## config.mk

```make
export PLATFORM = sky130hd
export DESIGN_NAME = hsc_bank_seq
export DESIGN_NICKNAME = d
export VERILOG_FILES = /design/src/rtl/hsc_pkg.sv /design/src/rtl/hsc_bank_seq.sv
export SDC_FILE = /design/constraint.sdc
export NUM_CORES = 1
export LEC_CHECK = 0
export BUFFER_PORTS_ARGS = -buffer_cell sky130_fd_sc_hd__buf_2
export CAP_MARGIN = 25
export CORE_AREA = 2 2 39 41
export DETAILED_ROUTE_END_ITERATION = 8
export DIE_AREA = 0 0 41 43
export PLACE_DENSITY = 0.45
export SETUP_SLACK_MARGIN = 0.02
export SYNTH_ARGS = -nofsm -noshare
export SYNTH_HDL_FRONTEND = slang
export SYNTH_SLANG_ARGS = --single-unit
```

## constraint.sdc

```tcl
create_clock -name clk -period 2.5 [get_ports clk]
set_input_delay 0.25 -clock clk [delete_from_list [all_inputs] [get_ports clk]]
set_output_delay 0.25 -clock clk [all_outputs]
set_load 0.02 [all_outputs]
```

## src/rtl/hsc_pkg.sv

```systemverilog
package hsc_pkg;
  localparam int unsigned NBANK = 2;

  typedef enum logic {
    STN_FIRST  = 1'b0,
    STN_SECOND = 1'b1
  } stn_e;

  // waiting-signature count after one cycle of card-end events
  function automatic logic [1:0] pend_next(input logic [1:0] cur,
                                           input logic push,
                                           input logic pop);
    logic [1:0] n;
    n = cur;
    if (push && !pop) n = cur + 2'd1;
    if (pop && !push) n = cur - 2'd1;
    return n;
  endfunction
endpackage

```

## src/rtl/hsc_bank_seq.sv

```systemverilog
module hsc_bank_seq
  import hsc_pkg::*;
(
  input  logic       clk,
  input  logic       rst_n,
  input  logic       st1_end,
  input  logic       st2_end,
  output logic       wr_sel,
  output logic       rd_sel,
  output logic [1:0] pend_cnt,
  output logic       acc_ok,
  output logic       vfy_hit,
  output logic       vfy_miss
);
  assign acc_ok   = st1_end && (pend_cnt < 2'(NBANK));
  assign vfy_hit  = st2_end && (pend_cnt != 2'd0);
  assign vfy_miss = st2_end && (pend_cnt == 2'd0);

  always_ff @(posedge clk) begin
    if (!rst_n) begin
      wr_sel   <= 1'b0;
      rd_sel   <= 1'b0;
      pend_cnt <= 2'd0;
    end else begin
      if (acc_ok)  wr_sel <= ~wr_sel;
      if (vfy_hit) rd_sel <= ~rd_sel;
      pend_cnt <= pend_next(pend_cnt, acc_ok, vfy_hit);
    end
  end
endmodule

```

==> results of run 1 <==
==> worst max-delay path: cells and delay by family (launching register included) <==
family / cells / cell delay (ps)
flip-flops: 1 / 350
AND/OR/NAND/NOR: 1 / 380
AO/OA/AOI/OAI: 2 / 390
adder cells (fa/ha/maj): 1 / 310
==> sequential cells by signal (all words and copies together), names as in the netlist <==
register  flops
rd_sel        1
pend_cnt      2
wr_sel        1
==> power by group <==
group | total (mW) | internal (mW) | switching [mW]
Sequential | 0.120 | 0.0918 | 0.0283
Clock | 0.0812 | 0.0538 | 0.0274
Combinational | 0.210 | 0.0970 | 0.113
==> final timing paths <==
path / depth (start not counted) / start / end / slack, ps
hold / removal: 2 / rst_n / wr_sel / 270
setup reg to reg: 4 / pend_cnt[0] / pend_cnt[1] / 1010
setup / recovery: 4 / pend_cnt[0] / pend_cnt[1] / 1010
hold reg to reg: 2 / pend_cnt[1] / pend_cnt[1] / 530
==> logic make-up after synthesis <==
logic type	count (synthesis)	synth area share [%]
buffers and inverters	1	1.959
DFF	4	41.83
adders and majority gates	1	6.535
AOI/OAI and AO/OA	3	11.11
and+or+nand+nor	6	20.27
xor gates and xnor gates	4	18.30
==> metrics by stage <==
stage | hold WS, ps | util [%] | setup slack [ps] | cell area, um^2
2_1_floorplan | 371.7 | - | 895.6 | 191.4
3_3_place_gp | 501.9 | 18.90 | 1004 | 261.5
3_5_place_dp | 505.8 | 18.90 | 1011 | 261.5
4_1_cts | 266.3 | 20.52 | 996.7 | 284.0
5_1_grt | 283.8 | 20.52 | 923.2 | 284.0
6_report | 267.9 | 20.52 | 1009 | 284.0
==> cell usage in the layout (no fill, tap or decap) <==
master,count
a21boi_1,1
and2_1,2
buf_2,10
clkbuf_4,3
dfxtp_1,4
ha_1,1
inv_1,1
nand2b_1,1
nor2b_1,1
nor3b_1,1
o21a_2,1
o21ai_0,1
or3_1,1
xnor2_1,4
==> cell type report <==
type | count | area share, %
multi-input combinational | 14 | 37.89
sequential | 4 | 28.19
inverter | 1 | 1.322
clock buffer | 3 | 7.930
timing repair buffer | 10 | 17.62
tap | 16 | 7.048
==> per-layer routing <==
layer / GRT usage, % / vias up
met5: 0 / -
met4: 6.000 / 0
met3: 3.141 / 0
met2: 8.750 / 8
met1: 5.769 / 76
li1: - / 89
==> flow_summary.json, run 1 <==
{
  "wl_per_cell_um": 8.229,
  "ys_top_cells_by_count": "dfxtp_1 (4), xnor2_1 (4), and2_1 (2)",
  "yosys_warnings": 0,
  "io_buffers": 10,
  "slowest_stage": "or3_1",
  "final_max_slew_viol_count": 0,
  "die_area_um2": 1763,
  "layout_min_cycle_time_ps": 1491,
  "nets": 39,
  "cp_max_fo": 5,
  "met3_length_um": 32,
  "ys_ff_latch": 4,
  "drv_cap": 0,
  "wl_met2_um": 174,
  "dr.first_iter.drc_count": 2,
  "highest_layer": "met3",
  "clkSinkCount": 4,
  "status": "finished, final reports clean",
  "cts_buffer_depth": 2,
  "ys_types": 12,
  "synth_area_per_cell_um2": 10.08,
  "post_cts_buffers": 0,
  "holdBufCountCts": 0,
  "grt_pass1_vias": 188,
  "relSlewSlack_pct": 86.85,
  "start_util_pct": 13.83,
  "fillers": 160,
  "drive_gt1_share_pct": 43.75,
  "drt-total-wl_um": 395,
  "fmax_mhz": 670.8,
  "synth_area_leader_cell": "dfxtp_1",
  "synth-edff-count": 0,
  "synthArstFlopShare_pct": 0,
  "place.gp.congestion": 0.6094,
  "drt-met1-wl_um": 188,
  "hold_violations": 0,
  "slowest_delay_ps": 380,
  "die_h_um": 43,
  "path_clk_slew_ps": 40,
  "antenna_found_initial": 0,
  "core.rowCount": 14,
  "yosysSeqAreaShare_pct": 41.83,
  "finalSetupViolCount": 0,
  "tns_ps": 0,
  "leakagePower_nw": 0.1327,
  "yosys-top-cells-area": "dfxtp_1 (42%), xnor2_1 (18%), and2_1 (6.5%)",
  "rsz0062_at_grt": "no",
  "worstHoldPathType": "primary input to register",
  "cts_tree": "done",
  "dr.pass1.iters": 2,
  "stdcell_count": 48,
  "grt_use_total_pct": 6.118,
  "yosys_most_used_dff": "dfxtp_1",
  "core_um2": 1384,
  "die_w_um": 41,
  "ctsResizeCount": 0,
  "total_power_mw": 0.4114,
  "tightest_slew_ps": 197.1,
  "vias": 173,
  "drc": 0,
  "grt_pass1_wl_um": 690,
  "critPathLaunchType": "register",
  "overflow": 0,
  "clock_latency_ps": 230,
  "h-tree-depth": 1,
  "multi_input_area_um2": 107.6,
  "viasPerCell": 3.604,
  "synth.top_cell.area_share_pct": 41.83,
  "root_buffer": "clkbuf_4",
  "finalCritPeriodShare_pct": 59.63,
  "cp.required_ps": 2660,
  "numCtsBuffers": 3,
  "crit_type": "register to register",
  "skew_ps": 4.744,
  "ir_drop_mv": 0.2438,
  "synth_area_um2": 191.4,
  "grt_max_degree": 7,
  "synthCells": 19,
  "powerDensity_nw_per_um2": 1448,
  "end_kind": "register",
  "arrival_ps": 1650,
  "area_delta_synth_final_pct": 48.37,
  "dp.cells": 45,
  "synth_nets": 24,
  "critical_path.cell_chain": "o21a_2 -> ha_1 -> or3_1 -> a21boi_1",
  "io_pins": 11,
  "ant_nets": 0,
  "n_antenna_cell": 0,
  "seq_area_um2": 80.08
}
(Power assumes the default switching activity.)
==> run 2, diff against run 1 <==
==> constraint.sdc (replaced) <==
create_clock -name clk -period 1.5 [get_ports clk]
set_input_delay 0.15 -clock clk [delete_from_list [all_inputs] [get_ports clk]]
set_output_delay 0.15 -clock clk [all_outputs]
set_load 0.02 [all_outputs]
==> run 2 against run 1 <==
  * Cell count up 4.2%
  * First-iteration DRC count is 50% lower
  * Wire length fell by 4.1%
  * Clock skew fell by 4.6 ps
  * Power increased by 78%
  * Sequential power up 76%
  * Sequential share of layout area shrank 1.4 points
  * Critical endpoint unchanged
  * Largest power group unchanged
==> flow_summary.json, run 2 (same netlist as run 1, synthesis figures left out) <==
{
  "ir_drop_mv": 0.6438,
  "status": "finished, final reports clean",
  "drive_gt1_share_pct": 52.94,
  "finalSetupViolCount": 0,
  "rr_endpoint": "pend_cnt[1]",
  "clkSinkCount": 4,
  "top_regs": "pend_cnt x2, rd_sel x1, wr_sel x1",
  "io_pins": 11,
  "relSlewSlack_pct": 88.92,
  "largest_reg_flops": 2,
  "tightest_slew_ps": 165.8,
  "leakagePower_nw": 0.1441,
  "intPower_mw": 0.4444,
  "antenna_found_initial": 0,
  "grt_pass1_vias": 168,
  "vias": 176,
  "h-tree-depth": 1,
  "fillers": 157,
  "holdBufCountCts": 0,
  "end_kind": "register",
  "wl_per_cell_um": 7.580,
  "n_antenna_cell": 0,
  "area_delta_synth_final_pct": 60.78,
  "tns_ps": 0,
  "dr.pass1.iters": 2,
  "ant_nets": 0,
  "hold_path_end": "wr_sel",
  "fmax_mhz": 711.1,
  "start_util_pct": 13.83,
  "final_max_slew_viol_count": 0,
  "cp_max_fo": 6,
  "finalCritPeriodShare_pct": 93.75,
  "overflow": 0,
  "drt-total-wl_um": 379,
  "grt_max_degree": 7,
  "core_um2": 1384,
  "grt_pass1_wl_um": 648,
  "die_h_um": 43,
  "place.gp.congestion": 0.5958,
  "reg2reg_depth": 4,
  "cts_tree": "done",
  "arrival_ps": 1560,
  "powerDensity_nw_per_um2": 2379,
  "hold_violations": 0,
  "dr.first_iter.drc_count": 1,
  "clockPowerShare_pct": 17.6,
  "crit_type": "register to register",
  "regMostFlops": "pend_cnt",
  "core.rowCount": 14,
  "io_buffers": 10,
  "total_power_mw": 0.7324,
  "switchingPower_mw": 0.2879,
  "drc": 0,
  "path_clk_slew_ps": 40,
  "final_cell_mix": "buf_2 (10), xnor2_1 (4), clkbuf_4 (3)",
  "die_area_um2": 1763,
  "grt_use_total_pct": 6.124,
  "pwr-share-seq_pct": 28.8,
  "rsz0062_at_grt": "no",
  "hold_depth": 2,
  "ctsResizeCount": 0,
  "numCtsBuffers": 3,
  "clock_latency_ps": 230,
  "root_buffer": "clkbuf_4",
  "skew_ps": 0.1203,
  "drv_cap": 0,
  "worstHoldPathType": "primary input to register",
  "r2r-start": "pend_cnt[1]",
  "hold_start": "rst_n",
  "post_cts_buffers": 0,
  "cts_buffer_depth": 2,
  "die_w_um": 41,
  "layout_min_cycle_time_ps": 1406,
  "critPathLaunchType": "register",
  "switching_share_pct": 39.32,
  "cp.required_ps": 1660,
  "r2r_setup_slack_ps": 90,
  "nets": 41,
  "viasPerCell": 3.520,
  "layout_commonest_cell": "buf_2",
  "power_frac_comb_pct": 53.7
}
run 2: changes by cell type in the layout (fill, tap and decap cells not counted), sizes merged:
cell,previous run,this run
buf,10,12
run 2: power by group through the flow:
stage	registers (mW)	logic (mW)	clock network [mW]
after global routing	0.217	0.436	0.145
after detailed placement	0.212	0.396	0
after global placement	0.212	0.398	0
after CTS	0.212	0.399	0.137
final	0.211	0.393	0.129
after floorplan	0.263	0.214	0
run 2: how the worst max path moves through the flow:
| stage | startpoint | to | slack, ps | cells past startpoint |
|---|---|---|---|---|
| after global placement | pend_cnt[1] | pend_cnt[1] | 90 | 4 |
| after detailed placement | pend_cnt[1] | pend_cnt[1] | 90 | 4 |
| after floorplan | pend_cnt[1] | pend_cnt[1] | 20 | 4 |
| after global routing | pend_cnt[1] | pend_cnt[1] | 20 | 4 |
| final | pend_cnt[1] | pend_cnt[1] | 90 | 4 |
| after CTS | pend_cnt[1] | pend_cnt[1] | 80 | 4 |
run 2: metrics by stage:
step / instance area, um^2 / hold slack (ps) / utilization, % / instances / worst slack (ps)
after global placement: 285.3 / 401.0 / 20.61 / 47 / 91.97
final: 307.8 / 161.5 / 22.24 / 50 / 93.77
after global routing: 307.8 / 182.0 / 22.24 / 50 / 23.04
after detailed placement: 285.3 / 406.3 / 20.61 / 47 / 91.31
after floorplan: 200.2 / 271.6 / - / 19 / 23.63
after CTS: 307.8 / 162.0 / 22.24 / 50 / 80.43
run 2: final cells by class:
class / count / area [um^2] / area share, %
timing repair buffer: 12 / 65.06 / 21.14
clock buffer: 3 / 22.52 / 7.317
multi-input combinational: 14 / 113.9 / 36.99
sequential: 4 / 82.58 / 26.83
tap: 16 / 20.02 / 6.504
inverter: 1 / 3.754 / 1.220
run 2: critical path, cell delays in order (launching register included):
cell and delay (ps):
dfxtp_2 330, o21a_4 220, ha_1 280, or3_1 360, a21boi_1 130
run 2: layer usage:
layer / share of wire (%) / up-vias / track usage (%) / routed length, um
li1: - / 93 / - / -
met1: 52 / 76 / 7.717 / 196
met2: 39 / 7 / 5.938 / 148
met3: 9.0 / 0 / 3.141 / 34
met4: 0 / 0 / 8.000 / 0
met5: 0 / - / 0 / 0
